### src/rtl/pcu_pkg.sv
package pcu_pkg;
    localparam int PCU_ADDR_W = 13;

    typedef enum logic [2:0] {
        OP_HOLD   = 3'd0,
        OP_BOOT   = 3'd1,
        OP_VECTOR = 3'd2,
        OP_CALL   = 3'd3,
        OP_JUMP   = 3'd4,
        OP_RETURN = 3'd5,
        OP_STEP   = 3'd6
    } pc_op_e;
endpackage

### src/rtl/pcu_op_sel.sv
module pcu_op_sel
    import pcu_pkg::*;
(
    input  logic   boot_req,
    input  logic   irq_take,
    input  logic   step_en,
    input  logic   jump_en,
    input  logic   call_en,
    input  logic   ret_en,
    output pc_op_e op,
    output logic   do_push,
    output logic   do_pop
);
    // Fixed priority: restart, interrupt, transfer, advance
    always_comb begin
        if (boot_req)      op = OP_BOOT;
        else if (irq_take) op = OP_VECTOR;
        else if (call_en)  op = OP_CALL;
        else if (jump_en)  op = OP_JUMP;
        else if (ret_en)   op = OP_RETURN;
        else if (step_en)  op = OP_STEP;
        else               op = OP_HOLD;
    end

    always_comb begin
        do_push = 1'b0;
        do_pop  = 1'b0;
        unique case (op)
            OP_VECTOR, OP_CALL: do_push = 1'b1;
            OP_RETURN:          do_pop  = 1'b1;
            OP_HOLD, OP_BOOT, OP_JUMP, OP_STEP: ;
            default: ;
        endcase
    end
endmodule

### src/rtl/pcu_ret_stack.sv
module pcu_ret_stack #(
    parameter int WIDTH = 13,
    parameter int DEPTH = 8
) (
    input  logic             clk,
    input  logic             rst_n,
    input  logic             push,
    input  logic             pop,
    input  logic [WIDTH-1:0] push_data,
    output logic [WIDTH-1:0] top_data
);
    localparam int PTR_W = (DEPTH > 1) ? $clog2(DEPTH) : 1;

    logic [PTR_W-1:0]            wr_ptr;
    logic [PTR_W-1:0]            rd_ptr;
    logic [DEPTH-1:0][WIDTH-1:0] slots;

    assign rd_ptr   = wr_ptr - 1'b1;
    assign top_data = slots[rd_ptr];

    always_ff @(posedge clk or negedge rst_n) begin
        if (!rst_n)    wr_ptr <= '0;
        else if (push) wr_ptr <= wr_ptr + 1'b1;
        else if (pop)  wr_ptr <= rd_ptr;
    end

    for (genvar g = 0; g < DEPTH; g++) begin : g_slot
        always_ff @(posedge clk or negedge rst_n) begin
            if (!rst_n)
                slots[g] <= '0;
            else if (push && wr_ptr == PTR_W'(g))
                slots[g] <= push_data;
        end
    end


    push_ptr_wrap_chk: assert property (@(posedge clk) disable iff (!rst_n)
        push |=> wr_ptr == PTR_W'($past(wr_ptr) + 1'b1));

    pop_ptr_back_chk: assert property (@(posedge clk) disable iff (!rst_n)
        (pop && !push) |=> wr_ptr == PTR_W'($past(wr_ptr) - 1'b1));

    push_pop_excl_chk: assert property (@(posedge clk) disable iff (!rst_n)
        !(push && pop));
endmodule

### src/rtl/prog_addr_unit.sv
module prog_addr_unit
    import pcu_pkg::*;
#(
    parameter int PC_W        = PCU_ADDR_W,
    parameter int STACK_DEPTH = 8,
    parameter int IMPL_WORDS  = 2048,
    parameter int BOOT_VECTOR = 0,
    parameter int IRQ_VECTOR  = 4
) (
    input  logic            clk,
    input  logic            rst_n,
    input  logic            boot_req,
    input  logic            irq_take,
    input  logic            step_en,
    input  logic            jump_en,
    input  logic            call_en,
    input  logic            ret_en,
    input  logic [PC_W-1:0] target_addr,
    output logic [PC_W-1:0] fetch_addr
);
    localparam logic [PC_W-1:0] WRAP_MASK = PC_W'(IMPL_WORDS - 1);
    localparam logic [PC_W-1:0] BOOT_PC   = PC_W'(BOOT_VECTOR);
    localparam logic [PC_W-1:0] IRQ_PC    = PC_W'(IRQ_VECTOR);

    pc_op_e          op;
    logic            do_push;
    logic            do_pop;
    logic [PC_W-1:0] pc_q;
    logic [PC_W-1:0] pc_d;
    logic [PC_W-1:0] pc_inc;
    logic [PC_W-1:0] stack_top;

    pcu_op_sel u_sel (
        .boot_req (boot_req),
        .irq_take (irq_take),
        .step_en  (step_en),
        .jump_en  (jump_en),
        .call_en  (call_en),
        .ret_en   (ret_en),
        .op       (op),
        .do_push  (do_push),
        .do_pop   (do_pop)
    );

    assign pc_inc = pc_q + 1'b1;

    pcu_ret_stack #(
        .WIDTH (PC_W),
        .DEPTH (STACK_DEPTH)
    ) u_stack (
        .clk       (clk),
        .rst_n     (rst_n),
        .push      (do_push),
        .pop       (do_pop),
        .push_data (pc_inc),
        .top_data  (stack_top)
    );

    // Next-counter selection
    always_comb begin
        unique case (op)
            OP_BOOT:   pc_d = BOOT_PC;
            OP_VECTOR: pc_d = IRQ_PC;
            OP_CALL:   pc_d = target_addr;
            OP_JUMP:   pc_d = target_addr;
            OP_RETURN: pc_d = stack_top;
            OP_STEP:   pc_d = pc_inc;
            OP_HOLD:   pc_d = pc_q;
            default:   pc_d = pc_q;
        endcase
    end

    // Counter register
    always_ff @(posedge clk or negedge rst_n) begin
        if (!rst_n) pc_q <= '0;
        else        pc_q <= pc_d;
    end

    // Output fold into the implemented region
    always_comb fetch_addr = pc_q & WRAP_MASK;


    boot_load_chk: assert property (@(posedge clk) disable iff (!rst_n)
        boot_req |=> fetch_addr == (BOOT_PC & WRAP_MASK));

    irq_vector_chk: assert property (@(posedge clk) disable iff (!rst_n)
        (irq_take && !boot_req) |=> fetch_addr == (IRQ_PC & WRAP_MASK));

    jump_target_chk: assert property (@(posedge clk) disable iff (!rst_n)
        (jump_en && !boot_req && !irq_take && !call_en) |=>
            fetch_addr == ($past(target_addr) & WRAP_MASK));

    idle_hold_chk: assert property (@(posedge clk) disable iff (!rst_n)
        !(boot_req || irq_take || step_en || jump_en || call_en || ret_en)
            |=> $stable(fetch_addr));

    fold_range_chk: assert property (@(posedge clk) disable iff (!rst_n)
        {1'b0, fetch_addr} < (PC_W+1)'(IMPL_WORDS));
endmodule

### config.mk
export PLATFORM = sky130hd
export DESIGN_NAME = prog_addr_unit
export DESIGN_NICKNAME = d
export VERILOG_FILES = /design/src/rtl/pcu_pkg.sv /design/src/rtl/pcu_op_sel.sv /design/src/rtl/pcu_ret_stack.sv /design/src/rtl/prog_addr_unit.sv
export SDC_FILE = /design/constraint.sdc
export NUM_CORES = 1
export LEC_CHECK = 0
export ABC_AREA = 1
export BUFFER_PORTS_ARGS = -buffer_cell sky130_fd_sc_hd__buf_2
export CORE_AREA = 2 2 118 120
export CTS_CLUSTER_DIAMETER = 40
export DETAILED_ROUTE_END_ITERATION = 8
export DIE_AREA = 0 0 120 122
export PLACE_DENSITY = 0.63
export RECOVER_POWER = 50
export SYNTH_ARGS = -nofsm -noshare
export SYNTH_HDL_FRONTEND = slang
export SYNTH_SLANG_ARGS = --single-unit
### constraint.sdc
create_clock -name clk -period 1.85 [get_ports clk]
set_input_delay 0.37 -clock clk [delete_from_list [all_inputs] [get_ports clk]]
set_output_delay 0.37 -clock clk [all_outputs]
set_load 0.03 [all_outputs]
==> reports/summary.md, run 1 <==
• **Syn-to-layout area delta** 13.5%
• **final setup TNS** 0 ns
• **Max H-tree Level** 3
• **endpoint type of the worst setup path** flop
• **Setup Skew** 0.00740 ns
• **Die Outline Area** 14600 um2
• **vias per cell** 5.03
• **DR iter-0 viols** 373
• **pin slew with the least headroom to its limit** 0.812 ns
• **top achievable clock speed** 586 MHz
• **Cells after Synth** 721
• **slowest cell on the critical path** sky130_fd_sc_hd__dfrtp_1
• **chip width** 120 um
• **ratio of cells with drive above 1 in the final layout** 10.4%
• **IR Drop Worst-Case VDD** 0.000824 V
• **chain of cells forming the critical path** inv_1 > ha_1 > inv_2 > buf_12 > nand3_1 > nand2_1 > nand2_1 > nand2_1 > inv_1 > nand2_1 > nand4_1
• **peak per-stage delay on the critical path** 0.40 ns
• **largest driver fanout on the critical path** 15
• **Setup Viol. Count Final** 0
• **class of the most critical hold timing path** in2reg
• **number of enable-type register cells in the synthesized netlist** 0
• **first-pass iteration count of the detailed router** 5
• **main flop type after synthesis** sky130_fd_sc_hd__dfrtp_1
• **Clk Latency, worst-skew pair** 0.35 ns
• **Initial Utilization** 39.8%
• **post-detailed-placement half-perimeter wirelength** 9470 um
• **post-place instance area** 5810 um2
• **number of global-route vias before repair** 4599
• **Worst-path clk slew** 0.07 ns
• **maximum number of pins on one net before global-route repair** 40
• **setup repair after global routing missed its margin** no
• **cell with the most instances on the worst path** sky130_fd_sc_hd__nand2_1
• **number of placement rows** 43
• **total via count in the routed design** 4704
• **post-route total power** 10.1 mW
• **antenna viol nets, final** 0
• **Final Hold Violating Endpoints** 0
• **cell count after placement** 920
• **clock period minus final worst setup slack** 1.71 ns
• **CTS tree** yes
• **weighted congestion at the end of routability-driven global placement** 0.851
• **number of DRC violations after detailed routing** 0
• **leakage component of the power** 3.06 nW
• **average wire length per cell after detail routing** 14.6 um
• **# diodes** 0
• **sequential share of the synthesized area** 47.5%
• **Finished Layout Cells** 936
• **Mean Syn Cell Area** 7.45 um2
• **buffer type at the clock tree root** sky130_fd_sc_hd__clkbuf_16
• **count of maximum capacitance violations** 0
• **flip-flop and latch count after synthesis** 102
• **area of the placeable core** 13500 um2
• **max-slew violation count** 0
• **DRT Wirelength** 13700 um
• **number of buffers created by CTS** 9
• **initial antenna violation count** 0
• **post-route standard cell area excluding fillers** 6090 um2
• **Worst EP arrival** 1.92 ns
• **Post-Place Worst Slack** 0.0844 ns
• **fraction of registers with async set/reset** 100%
• **portion of the clock cycle consumed by the worst path in the final layout** 92.2%
• **Total GRT Usage** 19.8%
• **data required time of the critical path** 2.07 ns
• **post-synth cell types** 23
• **number of primary I/O pins** 34
• **maximum number of buffers from clock root to sink** 2
• **setup slack after layout** 0.144 ns
• **height of the die** 122 um
• **first-pass GRT wire length** 22700 um
• **outcome** complete, no violations
• **number of sinks handled by clock tree synthesis** 102
• **Critical Path Start Type** flop
• **pwr dens** 1660 nW/um2
• **nets@finish** 781
• **worst setup path category** reg2reg
• **total gr overflow** 0
• **YS warnings** 0
• **count of buffers from port buffering** 29
• **cell area after technology mapping** 5370 um2
• **worst relative slew slack** 45.9%
-- layout by cell type, fill, tap and decap left out, types with 2 or more instances in the layout --
| master | n |
|---|---|
| sky130_fd_sc_hd__a21oi_1 | 4 |
| sky130_fd_sc_hd__buf_12 | 5 |
| sky130_fd_sc_hd__buf_2 | 23 |
| sky130_fd_sc_hd__buf_4 | 17 |
| sky130_fd_sc_hd__clkbuf_1 | 8 |
| sky130_fd_sc_hd__clkbuf_16 | 9 |
| sky130_fd_sc_hd__clkbuf_8 | 2 |
| sky130_fd_sc_hd__conb_1 | 2 |
| sky130_fd_sc_hd__dfrtp_1 | 101 |
| sky130_fd_sc_hd__ha_1 | 7 |
| sky130_fd_sc_hd__inv_1 | 51 |
| sky130_fd_sc_hd__inv_2 | 3 |
| sky130_fd_sc_hd__nand2_1 | 330 |
| sky130_fd_sc_hd__nand2_2 | 3 |
| sky130_fd_sc_hd__nand3_1 | 58 |
| sky130_fd_sc_hd__nand3_4 | 6 |
| sky130_fd_sc_hd__nand3b_1 | 3 |
| sky130_fd_sc_hd__nand4_1 | 24 |
| sky130_fd_sc_hd__nor2_1 | 13 |
| sky130_fd_sc_hd__nor2_2 | 2 |
| sky130_fd_sc_hd__o21ai_0 | 56 |
| sky130_fd_sc_hd__o21ai_1 | 18 |
| sky130_fd_sc_hd__xor2_2 | 2 |
-- kinds of logic after synthesis --
logic type,after synthesis,synth area share [%]
and+or+nand+nor,440,35.4
adders and majority gates,8,1.86
AOI/OAI and AO/OA,78,7.27
other,1,0.0698
xor gates and xnor gates,4,0.932
buffers and inverters,88,6.97
DFF,102,47.5
-- where the power goes --
group	leakage [nW]	total [mW]	switching (mW)	internal (mW)
registers	1.33	3.52	0.495	3.02
logic	1.59	4.83	3.11	1.73
clock network	0.133	1.76	0.786	0.978
-- synth_stat cells (8+ instances only) --
cell                       count  share of area, %
sky130_fd_sc_hd__dfrtp_1     102                48
sky130_fd_sc_hd__ha_1          8               1.9
sky130_fd_sc_hd__nand3_1      58               5.4
sky130_fd_sc_hd__clkbuf_1     11              0.77
sky130_fd_sc_hd__o21ai_0      56               5.2
sky130_fd_sc_hd__inv_1        53               3.7
sky130_fd_sc_hd__nand2_1     330                23
sky130_fd_sc_hd__buf_2        17               1.6
sky130_fd_sc_hd__nor2_1       13              0.91
sky130_fd_sc_hd__nand4_1      24               2.8
sky130_fd_sc_hd__o21ai_1      18               1.7
-- metrics by stage --
| stage | utilization, % | hold slack (ns) |
|---|---|---|
| 3_5_place_dp | 43.0 | 0.333 |
| 6_report | 45.1 | 0.241 |
| 5_1_grt | 45.1 | 0.242 |
| 3_3_place_gp | 43.0 | 0.332 |
| 4_1_cts | 45.1 | 0.238 |
| 2_1_floorplan | - | 0.0744 |
-- registers in the layout, summed over array words and instances (netlist names) --
signal          flops
u_stack.wr_ptr      3
u_stack.slots      88
pc_q               11
-- area by class of cell --
| class | count | area [um2] |
|---|---|---|
| Clock buffer | 14 | 264 |
| Clock inverter | 1 | 5.00 |
| Fill cell | 1361 | 7410 |
| Inverter | 54 | 203 |
| Multi-Input combinational cell | 532 | 2460 |
| Sequential cell | 102 | 2550 |
| Tap cell | 180 | 225 |
| Timing Repair Buffer | 53 | 388 |
-- final timing paths --
check                                              start                             to  slack (ns)  cells after the start
setup / recovery           u_stack.wr_ptr[1]$_DFFE_PN0P_            pc_q[0]$_DFFE_PN0P_        0.14                     11
hold / removal                            target_addr[6]            pc_q[6]$_DFFE_PN0P_        0.24                      3
setup reg to reg           u_stack.wr_ptr[1]$_DFFE_PN0P_            pc_q[0]$_DFFE_PN0P_        0.14                     11
hold reg to reg            u_stack.slots[80]$_DFFE_PN0P_  u_stack.slots[80]$_DFFE_PN0P_        0.48                      2
max in group asynchronous                          rst_n   u_stack.slots[2]$_DFFE_PN0P_        0.51                      3
min in group asynchronous                          rst_n  u_stack.slots[58]$_DFFE_PN0P_        0.65                      2
-- per-layer routing --
metal | GRT usage (%) | vias up | wire (um)
met2 | 32.8 | 126 | 6520
met4 | 6.54 | 0 | 238
li1 | - | 2341 | -
met1 | 26.1 | 2216 | 6220
met5 | 0 | - | 0
met3 | 3.79 | 21 | 691
-- worst max-delay path, delay by kind of cell (launching register included) --
kind	cells	cell delay (ns)
and+or+nand+nor	6	0.48
DFF	1	0.40
buffers and inverters	4	0.37
adders and majority gates	1	0.32
-- what timing repair did --
action	in CTS	in global routing
resized for setup	0	5
endpoints found under the setup margin	0	13
buffers inserted	0	0
hold endpoints to repair	28	0
hold buffers	1	0
No activity file was read; power rests on OpenSTA's default activity.
==> inputs of run 2 (changes only) <==
--- a/config.mk
+++ b/config.mk
@@ -13,6 +13,7 @@
 export DIE_AREA = 0 0 120 122
 export PLACE_DENSITY = 0.63
 export RECOVER_POWER = 50
+export REMOVE_ABC_BUFFERS = 1
 export SYNTH_ARGS = -nofsm -noshare
 export SYNTH_HDL_FRONTEND = slang
 export SYNTH_SLANG_ARGS = --single-unit
==> reports/summary.md, run 2 (same netlist as run 1, synthesis figures left out) <==
• **leading cell type in the layout, fill and taps excluded** sky130_fd_sc_hd__nand2_1
• **ratio of cells with drive above 1 in the final layout** 11.8%, +1.3 points
• **height of the die** 122 um, unchanged
• **weighted congestion at the end of routability-driven global placement** 0.830, -2.5%
• **maximum number of pins on one net before global-route repair** 47, +18%
• **worst setup path category** reg2reg
• **first-pass GRT wire length** 24200 um, +6.3%
• **Finished Layout Cells** 944, +0.85%
• **number of sinks handled by clock tree synthesis** 102, unchanged
• **Critical Path Start Type** flop
• **number of flip-flops under the largest register name** 88, unchanged
• **initial antenna violation count** 0, unchanged
• **CTS tree** yes
• **total gr overflow** 0, unchanged
• **buffer type at the clock tree root** sky130_fd_sc_hd__clkbuf_16
• **Initial Utilization** 39.8%, unchanged
• **endpoint type of the worst setup path** flop
• **Worst EP arrival** 2.02 ns, +0.10 ns
• **Total GRT Usage** 21.4%, +1.6 points
• **Final Hold Violating Endpoints** 0, unchanged
• **first-pass iteration count of the detailed router** 5, unchanged
• **number of cells on the worst reg-to-reg path** 11, unchanged
• **largest driver fanout on the critical path** 9, -6
• **area of the placeable core** 13500 um2, unchanged
• **antenna viol nets, final** 0, unchanged
• **pin slew with the least headroom to its limit** 0.940 ns, +0.128 ns
• **leakage component of the power** 3.10 nW, +1.4%
• **number of primary I/O pins** 34, unchanged
• **FF+latch area** 2550 um2, about the same
• **area of combinational cells with multiple inputs** 2460 um2, +0.15%
• **data required time of the critical path** 2.08 ns, about the same
• **count of maximum capacitance violations** 0, unchanged
• **total of fill cells in the finished design** 1355, -0.44%
• **Setup Skew** 0.00698 ns, -0.000420 ns
• **total via count in the routed design** 4849, +3.1%
• **# diodes** 0, unchanged
• **cell count after placement** 924, +0.43%
• **pwr dens** 1720 nW/um2, +3.7%
• **class of the most critical hold timing path** in2async
• **chip width** 120 um, unchanged
• **most frequent cells in the layout** 331 x sky130_fd_sc_hd__nand2_1, 102 x sky130_fd_sc_hd__dfrtp_1, 58 x sky130_fd_sc_hd__nand3_1
• **Max H-tree Level** 3, unchanged
• **outcome** complete, no violations
• **maximum number of buffers from clock root to sink** 2, unchanged
• **registers with the highest flip-flop counts** u_stack.slots x88, pc_q x11, u_stack.wr_ptr x3
• **final setup TNS** 0 ns, unchanged
• **Post-Place Worst Slack** -0.0124 ns, -0.0968 ns
• **DR iter-0 viols** 408, +9.4%
• **destination of the worst register-to-register timing path** pc_q[8]$_DFFE_PN0P_
• **count of buffers from port buffering** 29, unchanged
• **average wire length per cell after detail routing** 15.8 um, +7.9%
• **worst reg2reg path startpoint** u_stack.wr_ptr[1]$_DFFE_PN0P_
• **Reg2Reg Setup Slack** 0.06 ns, -0.09 ns
• **vias per cell** 5.14, +2.2%
• **post-detailed-placement half-perimeter wirelength** 10100 um, +6.3%
• **Syn-to-layout area delta** 14.4%
• **Worst-path clk slew** 0.07 ns, about the same
• **post-route total power** 10.6 mW, +4.5%
• **setup slack after layout** 0.0554 ns, -0.0890 ns
• **register bank with the most flops** u_stack.slots
• **number of DRC violations after detailed routing** 0, unchanged
• **IR Drop Worst-Case VDD** 0.000872 V, +5.9%
• **DRT Wirelength** 14900 um, +8.9%
• **worst relative slew slack** 37.3%, -8.5 points
• **number of placement rows** 43, unchanged
• **Clk Latency, worst-skew pair** 0.35 ns, about the same
• **Die Outline Area** 14600 um2, unchanged
• **clock period minus final worst setup slack** 1.79 ns, +0.0890 ns
• **max-slew violation count** 0, unchanged
• **top achievable clock speed** 557 MHz, -5.0%
• **number of global-route vias before repair** 4760, +3.5%
• **setup repair after global routing missed its margin** yes
• **nets@finish** 788, +0.90%
• **Hold Buf Count CTS** 0, -1
• **portion of the clock cycle consumed by the worst path in the final layout** 97.0%, +4.8 points
• **number of buffers created by CTS** 9, unchanged
• **Setup Viol. Count Final** 0, unchanged
==> run 2: cell types whose count changed in the layout (fill, tap and decap cells not counted), moves of 2 or more <==
cell                       change
sky130_fd_sc_hd__buf_12        -2
sky130_fd_sc_hd__buf_2         +4
sky130_fd_sc_hd__buf_4         +3
sky130_fd_sc_hd__buf_6         +3
sky130_fd_sc_hd__clkbuf_1      -4
sky130_fd_sc_hd__clkbuf_2      +2
==> run 2: metrics by stage <==
stage	instance area, um2	hold WS, ns	util [%]
after floorplan	5200	0.0744	-
after global placement	5830	0.377	43.1
final	6140	0.154	45.5
after CTS	6120	0.0108	45.3
after global routing	6140	0.247	45.5
after detailed placement	5830	0.389	43.1
==> run 2: layout make-up <==
class                      count  share of cell area [%]
sequential                   102                    41.5
multi-input combinational    532                    40.0
timing repair buffer          60                    6.78
clock buffer                  13                    4.40
tap                          180                    3.67
inverter                      54                    3.30
clock inverter                 3                   0.285
==> run 2: critical path, cell delays in order (launching register included) <==
cell,delay (ns)
sky130_fd_sc_hd__dfrtp_1,0.41
sky130_fd_sc_hd__inv_1,0.10
sky130_fd_sc_hd__ha_1,0.32
sky130_fd_sc_hd__inv_2,0.12
sky130_fd_sc_hd__buf_6,0.17
sky130_fd_sc_hd__nand3_1,0.08
sky130_fd_sc_hd__nand2_1,0.08
sky130_fd_sc_hd__nand2_1,0.06
sky130_fd_sc_hd__nand2_1,0.12
sky130_fd_sc_hd__inv_1,0.06
sky130_fd_sc_hd__nand2_1,0.06
sky130_fd_sc_hd__nand4_1,0.08
==> run 2: metal layers <==
layer	routed length [um]	vias up	track usage [%]
met3	804	25	3.42
met2	6970	143	35.4
met1	6800	2315	28.6
met5	0	-	0
met4	310	0	7.50
li1	-	2366	-
==> run 2: worst max path at each step <==
stage,startpoint,endpoint
after floorplan,u_stack.wr_ptr[0]$_DFFE_PN0P_,pc_q[4]$_DFFE_PN0P_
after global placement,u_stack.wr_ptr[0]$_DFFE_PN0P_,u_stack.slots[17]$_DFFE_PN0P_
final,u_stack.wr_ptr[1]$_DFFE_PN0P_,pc_q[8]$_DFFE_PN0P_
after detailed placement,u_stack.wr_ptr[0]$_DFFE_PN0P_,u_stack.slots[17]$_DFFE_PN0P_
after global routing,u_stack.wr_ptr[1]$_DFFE_PN0P_,pc_q[8]$_DFFE_PN0P_
after CTS,u_stack.wr_ptr[1]$_DFFE_PN0P_,pc_q[8]$_DFFE_PN0P_
==> run 2: where the power goes <==
part,internal [mW],total [mW],switching [mW]
clock,1.02,1.85,0.833
combinational,1.91,5.22,3.31
sequential,3.02,3.50,0.482
total,5.95,10.6,4.62
==> run 2: what timing repair did <==
| action | CTS | global route |
|---|---|---|
| cloned | 0 | 1 |
| endpoints found under the setup margin | 4 | 17 |
| pin swaps | 0 | 1 |
| buffers inserted | 0 | 3 |
| resized for setup | 1 | 12 |
